**config.mk**
```make
export PLATFORM = sky130hd
export DESIGN_NAME = stat_irq_bank
export DESIGN_NICKNAME = d
export VERILOG_FILES = /design/src/rtl/stat_irq_pkg.sv /design/src/rtl/stat_ctr.sv /design/src/rtl/stat_rd_port.sv /design/src/rtl/stat_irq_bank.sv
export SDC_FILE = /design/constraint.sdc
export NUM_CORES = 1
export LEC_CHECK = 0
export ABC_AREA = 1
export BUFFER_PORTS_ARGS = -buffer_cell sky130_fd_sc_hd__buf_4
export CAP_MARGIN = 10
export CORE_MARGIN = 3
export CORE_UTILIZATION = 52
export DETAILED_ROUTE_END_ITERATION = 8
export GPL_TIMING_DRIVEN = 1
export PLACE_DENSITY = 0.78
export SLEW_MARGIN = 5
export SYNTH_ARGS = -nofsm -noshare
export SYNTH_HDL_FRONTEND = slang
export SYNTH_SLANG_ARGS = --single-unit
```
**constraint.sdc**
```tcl
create_clock -name clk -period 4 [get_ports clk]
set_input_delay 0.2 -clock clk [delete_from_list [all_inputs] [get_ports clk]]
set_output_delay 0.2 -clock clk [all_outputs]
set_load 0.01 [all_outputs]
```
**src/rtl/stat_irq_pkg.sv**
```systemverilog
// Package: shared constants and helpers for the statistics counter bank.
// Assumes a 32-bit register read bus split into four byte lanes.
package stat_irq_pkg;
    localparam int DATA_W = 32;
    localparam int LANES  = DATA_W / 8;

    typedef logic [DATA_W-1:0] word_t;

    // Width of counter idx given the wide/narrow selection mask.
    function automatic int ctr_width(input logic wide_sel, input int narrow_w, input int wide_w);
        return wide_sel ? wide_w : narrow_w;
    endfunction
endpackage

```
**src/rtl/stat_ctr.sv**
```systemverilog
// Module: one statistics counter slice with its interrupt status bit.
// Counts single-cycle events, detects arrival at the midpoint and at
// all-ones, optionally stops at all-ones. Assumes 2 <= W <= DATA_W.
module stat_ctr
    import stat_irq_pkg::*;
#(
    parameter int W = 16
) (
    input  logic  clk,
    input  logic  rst_n,
    input  logic  evt_i,
    input  logic  stop_roll_i,
    input  logic  clr_i,
    output word_t cnt_o,
    output logic  flag_o
);
    localparam logic [W-1:0] MID  = W'(1) << (W - 1);
    localparam logic [W-1:0] FULL = '1;

    logic [W-1:0] cnt_q;
    logic [W-1:0] cnt_nxt;
    logic         hold;
    logic         hit;
    logic         flag_q;

    // Next count value and threshold hit for the current event.
    always_comb begin
        hold    = stop_roll_i && (cnt_q == FULL);
        cnt_nxt = hold ? cnt_q : cnt_q + W'(1);
        hit     = evt_i && (hold || cnt_nxt == MID || cnt_nxt == FULL);
    end

    // Counter register: advances only on an event.
    always_ff @(posedge clk) begin
        if (!rst_n) begin
            cnt_q <= '0;
        end else if (evt_i) begin
            cnt_q <= cnt_nxt;
        end
    end

    // Status bit: a new hit takes priority over a clearing read.
    always_ff @(posedge clk) begin
        if (!rst_n) begin
            flag_q <= 1'b0;
        end else if (hit) begin
            flag_q <= 1'b1;
        end else if (clr_i) begin
            flag_q <= 1'b0;
        end
    end

    assign cnt_o  = DATA_W'(cnt_q);
    assign flag_o = flag_q;
endmodule

```
**src/rtl/stat_rd_port.sv**
```systemverilog
// Module: register read port of the counter bank.
// Selects a counter or the status word by address, masks byte lanes and
// registers the result; decodes clear-on-read strobes for lane-0 reads.
// Assumes NUM_CTR < 2**ADDR_W and NUM_CTR <= DATA_W.
module stat_rd_port
    import stat_irq_pkg::*;
#(
    parameter int NUM_CTR = 4,
    parameter int ADDR_W  = 4
) (
    input  logic                          clk,
    input  logic                          rst_n,
    input  logic                          rd_en_i,
    input  logic [ADDR_W-1:0]             rd_addr_i,
    input  logic [LANES-1:0]              rd_be_i,
    input  logic [NUM_CTR-1:0][DATA_W-1:0] ctr_val_i,
    input  logic [NUM_CTR-1:0]            flags_i,
    output logic [NUM_CTR-1:0]            clr_o,
    output word_t                         rd_data_o
);
    localparam logic [ADDR_W-1:0] STAT_ADDR = ADDR_W'(NUM_CTR);

    word_t sel_word;
    word_t lane_mask;
    word_t rd_q;

    // Clear strobe per counter: read of its address covering lane 0.
    always_comb begin
        for (int i = 0; i < NUM_CTR; i++) begin
            clr_o[i] = rd_en_i && (rd_addr_i == ADDR_W'(i)) && rd_be_i[0];
        end
    end

    // Address decode: status word or one counter, zero elsewhere.
    always_comb begin
        sel_word = '0;
        if (rd_addr_i == STAT_ADDR) begin
            sel_word = DATA_W'(flags_i);
        end
        for (int i = 0; i < NUM_CTR; i++) begin
            if (rd_addr_i == ADDR_W'(i)) begin
                sel_word = ctr_val_i[i];
            end
        end
    end

    // Byte-lane mask built from the enables.
    for (genvar b = 0; b < LANES; b++) begin : g_lane
        assign lane_mask[8*b +: 8] = {8{rd_be_i[b]}};
    end

    // Read data register, loaded on each read strobe.
    always_ff @(posedge clk) begin
        if (!rst_n) begin
            rd_q <= '0;
        end else if (rd_en_i) begin
            rd_q <= sel_word & lane_mask;
        end
    end

    assign rd_data_o = rd_q;
endmodule

```
**src/rtl/stat_irq_bank.sv**
```systemverilog
// Module: top of the transmit statistics counter bank.
// Instantiates one counter slice per event input (wide or narrow per
// WIDE_MASK) and the read port; drives the combined interrupt.
// Assumes WIDE_W and NARROW_W do not exceed 32 and NUM_CTR < 2**ADDR_W.
module stat_irq_bank
    import stat_irq_pkg::*;
#(
    parameter int                 NUM_CTR   = 4,
    parameter logic [NUM_CTR-1:0] WIDE_MASK = {(NUM_CTR/2){2'b01}},
    parameter int                 NARROW_W  = 16,
    parameter int                 WIDE_W    = 32,
    parameter int                 ADDR_W    = 4
) (
    input  logic                clk,
    input  logic                rst_n,
    input  logic [NUM_CTR-1:0]  evt_i,
    input  logic                stop_roll_i,
    input  logic                rd_en_i,
    input  logic [ADDR_W-1:0]   rd_addr_i,
    input  logic [3:0]          rd_be_i,
    output logic [31:0]         rd_data_o,
    output logic                irq_o
);
    logic [NUM_CTR-1:0][DATA_W-1:0] ctr_val;
    logic [NUM_CTR-1:0]             flags;
    logic [NUM_CTR-1:0]             clr;

    // One counter slice per event input; width picked per slice.
    for (genvar i = 0; i < NUM_CTR; i++) begin : g_ctr
        localparam int CW = ctr_width(WIDE_MASK[i], NARROW_W, WIDE_W);
        stat_ctr #(.W(CW)) u_ctr (
            .clk         (clk),
            .rst_n       (rst_n),
            .evt_i       (evt_i[i]),
            .stop_roll_i (stop_roll_i),
            .clr_i       (clr[i]),
            .cnt_o       (ctr_val[i]),
            .flag_o      (flags[i])
        );
    end

    // Register read port and clear-on-read decode.
    stat_rd_port #(.NUM_CTR(NUM_CTR), .ADDR_W(ADDR_W)) u_rd (
        .clk       (clk),
        .rst_n     (rst_n),
        .rd_en_i   (rd_en_i),
        .rd_addr_i (rd_addr_i),
        .rd_be_i   (rd_be_i),
        .ctr_val_i (ctr_val),
        .flags_i   (flags),
        .clr_o     (clr),
        .rd_data_o (rd_data_o)
    );

    // Combined interrupt.
    assign irq_o = |flags;
endmodule

```
-- Yosys cells after proc, flatten, opt, wreduce, memory -nomap -nowiden
Cells that the tools add are included.
- bits in registers: 132
- add/sub/neg operators: 4
- eq/ne operators: 16
- mux-type cells: 17
- bitwise gates (word level): 1
- reduce and logical (&&, ||, !) cells: 30
- operators by type and width (operator ; number):
    32-bit == test (second input constant) ; 6
    32-bit two-way mux ; 6
    16-bit == test (second input constant) ; 6
    32-bit by 1-bit adder with 32-bit output (second input constant) ; 2
    16-bit by 1-bit adder with 16-bit output (second input constant) ; 2
    32-bit bitwise AND ; 1
    16-bit two-way mux ; 2
    1-bit logical AND ; 16
    4-bit by 2-bit == test with 1-bit output (second input constant) ; 2
    1-bit logical OR ; 8
    1-bit two-way mux ; 8
    2-bit nonzero test ; 4
    4-bit by 1-bit == test with 1-bit output (second input constant) ; 1
    4-bit by 3-bit == test with 1-bit output (second input constant) ; 1
    4-bit logical NOT ; 1
    4-bit two-way mux ; 1
    4-bit OR reduction ; 1

-- Longest topological paths before layout
Gate-level depths: netlist (run 1).
- depth in word-level cells: 8
- mapped depth: 18
- gate-level depth less buffers: 17

-- Modules after synthesis
A second synthesis (run 1) with hierarchy kept.
- cell total of the unflattened synthesis: 1882
- area total of the unflattened synthesis: 11004.3 um^2
- modules (own cells, without submodules) (module ; times used ; cells each ; area an instance (um^2) ; seq. area each (um^2)):
    stat_ctr at g_ctr[1].u_ctr ... ; 2 ; 240 ; 1500.2 ; 340.3
    stat_ctr at g_ctr[2].u_ctr ; 1 ; 481 ; 2760.1 ; 660.6
    stat_ctr at g_ctr[0].u_ctr ; 1 ; 482 ; 2700.1 ; 660.6
    stat_rd_port ; 1 ; 436 ; 2532.4 ; 640.6
    stat_irq_bank ; 1 ; 3 ; 11.3 ; 0.0

-- Worst setup path after synthesis (run 1)
No wires, ideal clock.
- path kind: register to register
- from: register g_ctr[2].u_ctr.cnt_q[0]
- to: register g_ctr[2].u_ctr.flag_q
- setup time: 67 ps
- data arrival time: 2074 ps
- required time: 3933 ps
- slack: 1859 ps
- stages on the path, launching flop included: 17
- period minus slack after synthesis: 2141 ps
- cell sequence: dfxtp_1 -> ha_1 -> nand2_2 -> nor2_4 -> nand2_4 -> nor2_8 -> nand3_4 -> buf_6 -> nand2_1 -> nand2_1 -> nor2_1 -> nand2_1 -> nor2_1 -> nand2_1 -> nand3_1 -> nand2_1 -> a21oi_2
- cells in the longest elaborated chain, start to end: 8
- elaborated cells on any way between the ends: 11
- classes of those cells: 1 x add/sub; 3 x eq/ne; 2 x mux; 5 x reduce/logical
- RTL lines (item ; line ; source):
    start, declared ; stat_ctr.sv:20 ; logic [W-1:0] cnt_q;
    start signal, assigned ; stat_ctr.sv:38 ; cnt_q <= cnt_nxt;
    parallel branches: the longest is 5 deep, another holds 32-bit by 1-bit adder with 32-bit output ; -- ;
    1-bit logical OR * ; stat_ctr.sv:30 ; hit = evt_i && (hold || cnt_nxt == MID || cnt_nxt == FULL);
    1-bit logical AND * ; stat_ctr.sv:30 ;
    1-bit two-way mux or 2-bit nonzero test (tied branches) ; -- ;
    end signal, assigned ; stat_ctr.sv:45 ; flag_q <= 1'b0;
    end signal, assigned ; stat_ctr.sv:47 ; flag_q <= 1'b1;
    end signal, assigned ; stat_ctr.sv:49 ; flag_q <= 1'b0;
    end, declared ; stat_ctr.sv:24 ; logic flag_q;
Every way passes the cells marked *.
A chain may end at the register's enable or synchronous reset.

-- Worst setup path after layout (run 1)
- from: register g_ctr[3].u_ctr.cnt_q[0]
- to: register g_ctr[3].u_ctr.flag_q
- cells in the longest elaborated chain, start to end: 8
- elaborated cells on any way between the ends: 11
- classes of those cells: 1 x add/sub; 3 x eq/ne; 2 x mux; 5 x reduce/logical
- RTL lines (item ; line):
    start, declared ; stat_ctr.sv:20
    start signal, assigned ; stat_ctr.sv:38
    parallel branches: the longest is 5 deep, another holds 16-bit by 1-bit adder with 16-bit output ; --
    1-bit logical OR * ; stat_ctr.sv:30
    1-bit logical AND * ; stat_ctr.sv:30
    1-bit two-way mux or 2-bit nonzero test (tied branches) ; --
    end signal, assigned ; stat_ctr.sv:45
    end signal, assigned ; stat_ctr.sv:47
    end signal, assigned ; stat_ctr.sv:49
    end, declared ; stat_ctr.sv:24
Marks and branches as above.

==> flow_metrics.tcl, run 1 <==
set metrics [dict create \
    outcome "complete, no violations" \
    cts_max_level 4 \
    yosys_warnings 0 \
    clock.fmax_mhz 351.2 \
    syn_nets 1608 \
    cts_tree "built" \
    max_cap_viol_count 0 \
    clk_pin_slew_ns 0.06 \
    synth_top_area_share_pct 28.35 \
    crit_chain "ha_1 -> nand2_1 -> nor2_1 -> nand2_1 -> nor2_1 -> nand2_1 -> o21ai_1 -> nand3_1 -> nor2_1 -> nand3_1 -> nand3_1 -> nand2_1 -> a21oi_1" \
    die-area_mm2 0.01957 \
    cts-root-buf "clkbuf_16" \
    placed_cell_area_mm2 0.009752 \
    synth_fa_ha_area_share_pct 0.5370 \
    rr_startpoint "g_ctr[3].u_ctr.cnt_q[0]" \
    dp_hpwl_um 23780 \
    cts_resized 0 \
    synth_area_leader_cell "dfxtp_1" \
    synth-compound-area-share_pct 17.67 \
    synth_seq_area_share_pct 28.35 \
    drv_slew 0 \
    synthCells 1588 \
    synth_area_per_cell_um2 5.869 \
    crit_cells 13 \
    crit_path_max_fanout 20 \
    worstHoldPathType "in2reg" \
    cp_common_cell "nand2_1" \
    synthMuxAreaShare_pct 0 \
    critPathSlowestCell "dfxtp_1" \
    power-per-cell-area_mw_per_mm2 345.2 \
    nets 1623 \
    critPathTopFamily "simple AND/OR/NAND/NOR gates" \
    holdPathEnd "g_ctr[1].u_ctr.cnt_q[14]" \
    first_iter_violations 1254 \
    postRouteWirelength_um 31130 \
    r2r_end "g_ctr[3].u_ctr.flag_o" \
    fin_skew_ns 0.006395 \
    synth-seq-cells 132 \
    cts.path.max_buffers 2 \
    fin_setup_tns_ns 0 \
    hold_violations 0 \
    yosys.cell_count.top_type "nand2_1" \
    fp.dieH_um 139.9 \
    avgViaCountPerCell 5.717 \
    post-route-drc-count 0 \
    cp.required_ns 4.37 \
    worstPathArrival_ns 3.22 \
    relSlewSlack_pct 25.36 \
    min_path_cells 2 \
    setup_viol 0 \
    drive_above_1_share_pct 7.183 \
    yosys-top-cells-area "dfxtp_1, nand2_1, inv_1" \
    wire_per_inst_um 16.92 \
    synth_xor_area_share_pct 2.349 \
    peakVddDrop_v 0.0003004 \
    async_reset_ff_share_pct 0 \
    worstRegToRegCells 13 \
    min_period_over_period_pct 71.19 \
    area_delta_synth_final_pct 11.10 \
    start_util_pct 53.51 \
    io_pins 49 \
    p_leak_nw 4.579 \
    setup_slack_ns 1.153 \
    synth_top_family_by_area "simple AND/OR/NAND/NOR gates" \
    synth_common_cells "nand2_1, inv_1, nor2_1" \
    cp_num_buf_inv 0 \
    ff2ff_setup_slack_ns 1.15 \
    io_buffers 48 \
    first_pass_iters 6 \
    antenna_cells 0 \
    min_from "evt_i[1]" \
    die_w_um 139.9 \
    synth-edff-count 0 \
    final_area_mm2 0.01035 \
    grt_start_max_net_pins 66 \
    ant_nets 0 \
    clk_latency_ns 0.44 \
    fin_crit_ns 2.847 \
    grt_pass1_vias 9498 \
    syn_area_mm2 0.009320 \
    slowest_delay_ns 0.45 \
    critical_path_class "reg2reg" \
    grt_pass1_wl_um 49290 \
    numCtsBuffers 17 \
    rows 48 \
    fp.coreArea_mm2 0.01742 \
    tightest_slew_ns 1.117 \
    startpoint_type "flip-flop" \
    num_vias 10520 \
    synthSimpleGateAreaFrac_pct 38.80 \
    antenna_found_initial 0 \
    fillerInstances 1775 \
    synth-main-ff-cell "dfxtp_1" \
    cts.sinks 132 \
    gp_congestion 0.9971 \
    cts_hold_buffers 0 \
    grt-ovfl-total 0 \
    ys_types 39 \
    critPathCaptureType "flip-flop" \
    grt_use_total_pct 31.55 \
    postCtsSetupBuffers 0 \
    post-place-ws_ns 1.223 \
    rsz0062_at_grt "no" \
]
==> layer usage <==
| layer | routed length [um] | GRT usage, % |
|---|---|---|
| met3 | 2571 | 5.464 |
| met2 | 13600 | 48.37 |
| met1 | 13630 | 43.20 |
| met5 | 0 | 0 |
| met4 | 1332 | 14.89 |
==> through the flow <==
step	std cells	hold slack (ns)	power [mW]	utilization, %
after detailed placement	1809	0.4568	1.946	55.99
after floorplan	1588	0.4021	1.806	-
final	1840	0.02700	3.574	59.45
after CTS	1840	0.01837	3.580	59.45
after global routing	1840	0.02946	3.716	59.45
after global placement	1809	0.4530	1.942	55.99
==> kinds of logic after synthesis <==
logic type               after synthesis
AO/OA/AOI/OAI                        292
XOR/XNOR                              25
buffers and inverters                296
adder cells (fa/ha/maj)                4
AND/OR/NAND/NOR                      839
flip-flops                           132
==> report_power, final <==
group / switching (mW) / leakage, nW / total (mW) / internal, mW
Sequential: 0.0855 / 1.08 / 1.47 / 1.38
Combinational: 0.316 / 3.20 / 0.462 / 0.146
Clock: 0.661 / 0.294 / 1.64 / 0.984
==> registers in the layout, summed over array words and instances, names as in the netlist <==
name and cells:
g_ctr.u_ctr.cnt_o 64, g_ctr.u_ctr.cnt_q 32, g_ctr.u_ctr.flag_o 4, u_rd.rd_data_o 32
==> area by class of cell <==
| type | count | area, um^2 | share of cell area [%] |
|---|---|---|---|
| Clock inverter | 14 | 177.7 | 1.716 |
| Inverter | 239 | 898.4 | 8.676 |
| Tap cell | 225 | 281.5 | 2.719 |
| Sequential cell | 132 | 2643 | 25.52 |
| Timing Repair Buffer | 53 | 397.9 | 3.842 |
| Multi-Input combinational cell | 1160 | 5532 | 53.42 |
| Clock buffer | 17 | 425.4 | 4.108 |
==> worst reg2reg max path, delay by kind of cell (launching register included) <==
kind	cells	cell delay, ns
adders and majority gates	1	0.29
DFF	1	0.45
AOI/OAI and AO/OA	2	0.48
and+or+nand+nor	10	1.55
==> placed cells by master, fill, tap and decap left out, types with 3 or more instances in the layout <==
cell type  netlist  layout
nand2_1        408     408
inv_1          232     232
nor2_1         215     215
nand3_1        135     135
dfxtp_1        132     132
a21oi_1        113     113
o21ai_0         94      94
buf_4            1      53
nand4_1         29      29
o22ai_1         27      27
xor2_1          20      20
o211ai_1        18      18
clkbuf_16        0      17
a211oi_1        16      16
nor3_1          16      16
o221ai_1        12      12
nand3_2          6       6
nor2_4           5       5
nand2_2          5       5
xnor2_1          5       5
clkinv_4         0       5
nor2_2           4       4
o21ai_1          4       4
clkinv_1         4       4
ha_1             4       4
clkinv_2         0       3
nand3b_1         3       3
a31oi_1          3       3
a221oi_1         3       3
bufinv_16        0       3
inv_6            0       3
==> worst max path at each step <==
stage                                  startpoint               endpoint
after global routing      g_ctr[3].u_ctr.cnt_q[0]  g_ctr[3].u_ctr.flag_o
after floorplan           g_ctr[2].u_ctr.cnt_o[0]  g_ctr[2].u_ctr.flag_o
after detailed placement  g_ctr[3].u_ctr.cnt_q[0]  g_ctr[3].u_ctr.flag_o
final                     g_ctr[3].u_ctr.cnt_q[0]  g_ctr[3].u_ctr.flag_o
after CTS                 g_ctr[3].u_ctr.cnt_q[0]  g_ctr[3].u_ctr.flag_o
after global placement    g_ctr[3].u_ctr.cnt_q[0]  g_ctr[3].u_ctr.flag_o
Power figures use the tool's default switching activity.
==> run 2, diff against run 1 <==
--- a/config.mk
+++ b/config.mk
@@ -12,7 +12,7 @@
 export CORE_UTILIZATION = 52
 export DETAILED_ROUTE_END_ITERATION = 8
 export GPL_TIMING_DRIVEN = 1
-export PLACE_DENSITY = 0.78
+export PLACE_DENSITY = 0.81
 export SLEW_MARGIN = 5
 export SYNTH_ARGS = -nofsm -noshare
 export SYNTH_HDL_FRONTEND = slang
==> constraint.sdc (replaced) <==
create_clock -name clk -period 2.4 [get_ports clk]
set_input_delay 0.12 -clock clk [delete_from_list [all_inputs] [get_ports clk]]
set_output_delay 0.12 -clock clk [all_outputs]
set_load 0.01 [all_outputs]
==> run 2 against run 1 <==
Effect of this change: critical path depth increased by 3; global-route usage increased by 1.8 points; critical path type unchanged; maximum frequency increased by 25%.
==> flow_metrics.tcl, run 2 (synthesized netlist as in run 1, its figures left out) <==
set metrics [dict create \
    cts-root-buf "clkbuf_16" \
    cts.path.max_buffers 2 \
    first_iter_violations 1235 \
    cts.sinks 132 \
    peakVddDrop_v 0.0005176 \
    grt_pass1_wl_um 52140 \
    post-route-drc-count 0 \
    critical_path_class "reg2reg" \
    outcome "complete, no violations" \
    postRouteWirelength_um 33490 \
    fp.dieH_um 139.9 \
    worstPathArrival_ns 2.64 \
    min_period_over_period_pct 94.95 \
    post-route-util_pct 64.32 \
    die_w_um 139.9 \
    clk_pin_slew_ns 0.06 \
    avgViaCountPerCell 5.743 \
    grt_use_total_pct 33.36 \
    p_leak_nw 5.022 \
    nets 1702 \
    num_vias 11020 \
    first_pass_iters 7 \
    crit_chain "ha_1 -> nand2_1 -> nor2_1 -> nand2_1 -> nor2_1 -> nand2_1 -> buf_4 -> nand2_1 -> o21ai_2 -> nor2_1 -> nand2_1 -> nor2_1 -> nand2_1 -> nand3_1 -> nand2_1 -> a21oi_1" \
    dp_hpwl_um 25490 \
    clk_latency_ns 0.44 \
    ant_nets 0 \
    critPathSlowestCell "dfxtp_1" \
    gp_congestion 1.027 \
    dp_cells 1881 \
    slowest_delay_ns 0.42 \
    fin_crit_ns 2.279 \
    drive_above_1_share_pct 14.88 \
    io_pins 49 \
    fin_skew_ns 0.009337 \
    numCtsBuffers 17 \
    placed_cell_area_mm2 0.01033 \
    fp.coreArea_mm2 0.01742 \
    die-area_mm2 0.01957 \
    hold_violations 0 \
    cp_common_cell "nand2_1" \
    cts_tree "built" \
    largest_reg_flops 64 \
    start_util_pct 53.51 \
    grt_pass1_vias 9871 \
    io_buffers 48 \
    critPathTopFamily "simple AND/OR/NAND/NOR gates" \
    worstHoldPathType "in2reg" \
    max_cap_viol_count 0 \
    startpoint_type "flip-flop" \
    cp.required_ns 2.76 \
    wire_per_inst_um 17.45 \
    clock.fmax_mhz 438.8 \
    final_cell_mix "nand2_1, inv_1, nor2_1, nand3_1, buf_4" \
    rows 48 \
    drv_slew 0 \
    crit_path_max_fanout 20 \
    tightest_slew_ns 0.6985 \
    grt_start_max_net_pins 55 \
    area_delta_synth_final_pct 20.20 \
    antenna_cells 0 \
    relSlewSlack_pct 53.38 \
    grt-ovfl-total 0 \
    cp_num_buf_inv 1 \
    antenna_found_initial 0 \
    final_common_cell "nand2_1" \
    setup_viol 0 \
    power-per-cell-area_mw_per_mm2 533.1 \
    cts_max_level 4 \
    critPathCaptureType "flip-flop" \
    rsz0062_at_grt "yes" \
    final_area_mm2 0.01120 \
    finalNonFillerCells 1919 \
]
run 2: changes by cell type in the layout (fill, tap and decap cells not counted), sizes merged:
cell	delta
nand3	+1
bufinv	-1
dlygate4sd3	+2
clkinv	-2
buf	+75
inv	+1
clkinvlp	+1
clkbuf	+2
run 2: final timing paths:
| check | from | endpoint | slack (ns) | cells after the start |
|---|---|---|---|---|
| min reg2reg | u_rd.rd_data_o[31] | u_rd.rd_data_o[31] | 0.47 | 2 |
| min | evt_i[0] | g_ctr[0].u_ctr.flag_o | 0.05 | 3 |
| max reg2reg | g_ctr[3].u_ctr.cnt_q[1] | g_ctr[3].u_ctr.flag_o | 0.12 | 16 |
| max | g_ctr[3].u_ctr.cnt_q[1] | g_ctr[3].u_ctr.flag_o | 0.12 | 16 |
run 2: through the flow:
step	TNS (ns)	power (mW)	worst slack, ns	hold slack, ns
6_report	0	5.972	0.1213	0.05142
2_1_floorplan	0	3.010	0.2588	0.3221
3_5_place_dp	-0.04529	3.328	-0.04529	0.3995
4_1_cts	0	5.939	0.03059	0.04419
5_1_grt	-0.1079	6.191	-0.05249	0.08135
3_3_place_gp	0	3.314	0.01660	0.3938
run 2: routing by layer:
metal  up-vias  wire [um]  GRT usage [%]
met4         0       1491          13.00
met1      5010      14420          46.62
met2       560      14600          51.46
li1       5349          -              -
met5         -          0              0
met3       102       2973          5.567
run 2: layout make-up:
| class | count | area, um^2 |
|---|---|---|
| Clock buffer | 18 | 429.2 |
| Tap cell | 225 | 281.5 |
| Inverter | 239 | 898.4 |
| Fill cell | 1693 | 6213 |
| Timing Repair Buffer | 131 | 1044 |
| Sequential cell | 132 | 2658 |
| Clock inverter | 13 | 150.1 |
| Multi-Input combinational cell | 1161 | 5743 |
run 2: tightest hold or removal path, stage by stage:
cell and delay [ns]:
buf_4 0.17, nand2_1 0.08, a21oi_1 0.06
run 2: where the power goes:
group          internal (mW)  total, mW  switching (mW)
combinational          0.307      0.909           0.601
clock                   1.54       2.63            1.09
sequential              2.31       2.43           0.122
run 2: repair_timing:
item,in CTS,in global routing
endpoints found under the hold margin,2,0
setup endpoints to repair,1,4
hold buffers,2,0
pin swaps,0,5
cloned,0,2
resized for setup,2,67
setup buffers,0,3
==> run 3, diff against run 2 <==
--- a/config.mk
+++ b/config.mk
@@ -9,10 +9,10 @@
 export BUFFER_PORTS_ARGS = -buffer_cell sky130_fd_sc_hd__buf_4
 export CAP_MARGIN = 10
 export CORE_MARGIN = 3
-export CORE_UTILIZATION = 52
+export CORE_UTILIZATION = 57
 export DETAILED_ROUTE_END_ITERATION = 8
 export GPL_TIMING_DRIVEN = 1
-export PLACE_DENSITY = 0.81
+export PLACE_DENSITY = 0.87
 export SLEW_MARGIN = 5
 export SYNTH_ARGS = -nofsm -noshare
 export SYNTH_HDL_FRONTEND = slang
==> run 3 against run 2 <==
Effect of this change: non-clock buffer count increased by 16; sequential power about the same; global-route usage increased by 2.5 points; die area decreased by 8.4%; total power increased by 1.5%; clock power increased by 3%; maximum frequency decreased by 3.6%; wire length increased by 1.4%; critical endpoint is now g_ctr[2].u_ctr.flag_o; highest routed layer unchanged.
==> flow_metrics.tcl, run 3 (synthesized netlist as in run 1, its figures left out) <==
set metrics [dict create \
    outcome "complete, no violations" \
    numCtsBuffers 17 \
    num_vias 11410 \
    worstPathArrival_ns 2.74 \
    tightest_slew_ns 0.7774 \
    worstHoldPathType "in2reg" \
    fp.dieH_um 133.9 \
    clock.fmax_mhz 422.8 \
    avgViaCountPerCell 5.908 \
    cts.path.max_buffers 2 \
    max_cap_viol_count 0 \
    min_period_over_period_pct 98.54 \
    wire_per_inst_um 17.59 \
    cts_max_level 4 \
    peakVddDrop_v 0.0005715 \
    grt-ovfl-total 0 \
    area_delta_synth_final_pct 21.04 \
    crit_path_max_fanout 7 \
    crit_chain "nand2_1 -> nor2_1 -> nand2_2 -> nor2_8 -> buf_4 -> nand3_4 -> nand2_1 -> nand2_1 -> nor2_1 -> nand3_1 -> nor2_1 -> nand2_1 -> nand3_1 -> nand2_1 -> a21oi_2" \
    grt_pass1_wl_um 51040 \
    drv_slew 0 \
    grt_pass1_vias 9974 \
    drive_above_1_share_pct 14.64 \
    startpoint_type "flip-flop" \
    rows 46 \
    cp.required_ns 2.77 \
    final_common_cell "nand2_1" \
    grt_use_total_pct 35.82 \
    antenna_cells 0 \
    fillerInstances 1415 \
    p_leak_nw 5.074 \
    grt_use_met2_pct 55.45 \
    die_w_um 133.9 \
    start_util_pct 58.46 \
    clk_latency_ns 0.44 \
    grt_start_max_net_pins 108 \
    cts.sinks 132 \
    dp_hpwl_um 24820 \
    fp.coreArea_mm2 0.01594 \
    critPathCaptureType "flip-flop" \
    busiest_layer "met2" \
    cts-root-buf "clkbuf_16" \
    first_iter_violations 1509 \
    hold_violations 0 \
    post-route-drc-count 0 \
    relSlewSlack_pct 48.12 \
    fin_skew_ns 0.01074 \
    die-area_mm2 0.01792 \
    fin_crit_ns 2.365 \
    first_pass_iters 8 \
    largest_reg_flops 64 \
    post-route-util_pct 70.76 \
    fin_setup_tns_ns 0 \
    clk_pin_slew_ns 0.07 \
    nets 1722 \
    final_cell_mix "nand2_1, inv_1, nor2_1, buf_4, nand3_1" \
    gr-usage-met1_pct 48.68 \
    gp_congestion 1.108 \
    postRouteWirelength_um 33960 \
    gr-usage-met3_pct 6.264 \
    power-per-cell-area_mw_per_mm2 537.4 \
    io_pins 49 \
    io_buffers 48 \
    critical_path_class "reg2reg" \
    critPathSlowestCell "dfxtp_1" \
    antenna_found_initial 0 \
    ant_nets 0 \
    cp_common_cell "nand2_1" \
    setup_viol 0 \
    cts_tree "built" \
    slowest_delay_ns 0.42 \
]
[run 3: cell types whose count changed in the layout (fill, tap and decap cells not counted), moves of 2 or more]
cell / before / now
clkbuf_8: 0 / 3
nor2_2: 27 / 11
clkinv_4: 4 / 1
buf_4: 125 / 143
nand2_2: 10 / 8
nand2_1: 402 / 405
nor2_1: 187 / 203
nand3_1: 130 / 132
[run 3: cell type report]
cell class	count	area, um^2	area share [%]
inverter	239	898.4	7.964
sequential	132	2659	23.57
tap	216	270.3	2.396
clock inverter	11	138.9	1.231
timing repair buffer	147	1134	10.05
multi-input combinational	1165	5710	50.62
clock buffer	21	470.5	4.170
[run 3: power breakdown]
group	internal, mW	switching (mW)	total, mW	leakage, nW
logic	0.304	0.615	0.919	3.69
clock network	1.64	1.08	2.72	0.294
registers	2.31	0.115	2.42	1.09
total	4.25	1.81	6.06	5.07
[run 3: repair_timing]
item,4_1_cts,5_1_grt
pin swaps,0,7
cloned,0,5
gates resized for setup,1,44
endpoints found under the setup margin,1,4
setup buffers,0,11
hold buffers,2,0
hold endpoints to repair,2,0
[run 3: final timing paths]
kind | endpoint | start | slack [ns] | cells after the start
setup / recovery | g_ctr[2].u_ctr.flag_o | g_ctr[2].u_ctr.cnt_o[15] | 0.04 | 15
hold / removal | g_ctr[0].u_ctr.flag_o | evt_i[0] | 0.03 | 3
setup reg to reg | g_ctr[2].u_ctr.flag_o | g_ctr[2].u_ctr.cnt_o[15] | 0.04 | 15
hold reg to reg | u_rd.rd_data_o[19] | u_rd.rd_data_o[19] | 0.46 | 2
[run 3: per-layer routing]
| layer | vias up | share of wire [%] | routed length (um) |
|---|---|---|---|
| met5 | - | 0 | 0 |
| met4 | 0 | 5.1 | 1730 |
| met3 | 132 | 11 | 3852 |
| met2 | 711 | 43 | 14740 |
| met1 | 5176 | 40 | 13630 |
| li1 | 5390 | - | - |
[run 3: critical path, delay by kind of cell (launching register included)]
kind                   cells  cell delay, ns
AO/OA/AOI/OAI              1            0.12
buffers and inverters      1            0.14
flip-flops                 1            0.42
AND/OR/NAND/NOR           13            1.63
[run 3: per-stage QoR]
stage | cell area (um^2) | setup slack [ns] | cells | power [mW] | hold WS [ns]
after global placement | 10370 | -0.002007 | 1881 | 3.301 | 0.3835
after global routing | 11280 | -0.08399 | 1931 | 6.230 | 0.05088
after CTS | 11000 | 0.03988 | 1915 | 6.003 | 0.02362
after detailed placement | 10370 | 0.03652 | 1881 | 3.322 | 0.3961
final | 11280 | 0.03509 | 1931 | 6.062 | 0.02674
after floorplan | 9320 | 0.2588 | 1588 | 3.010 | 0.3221
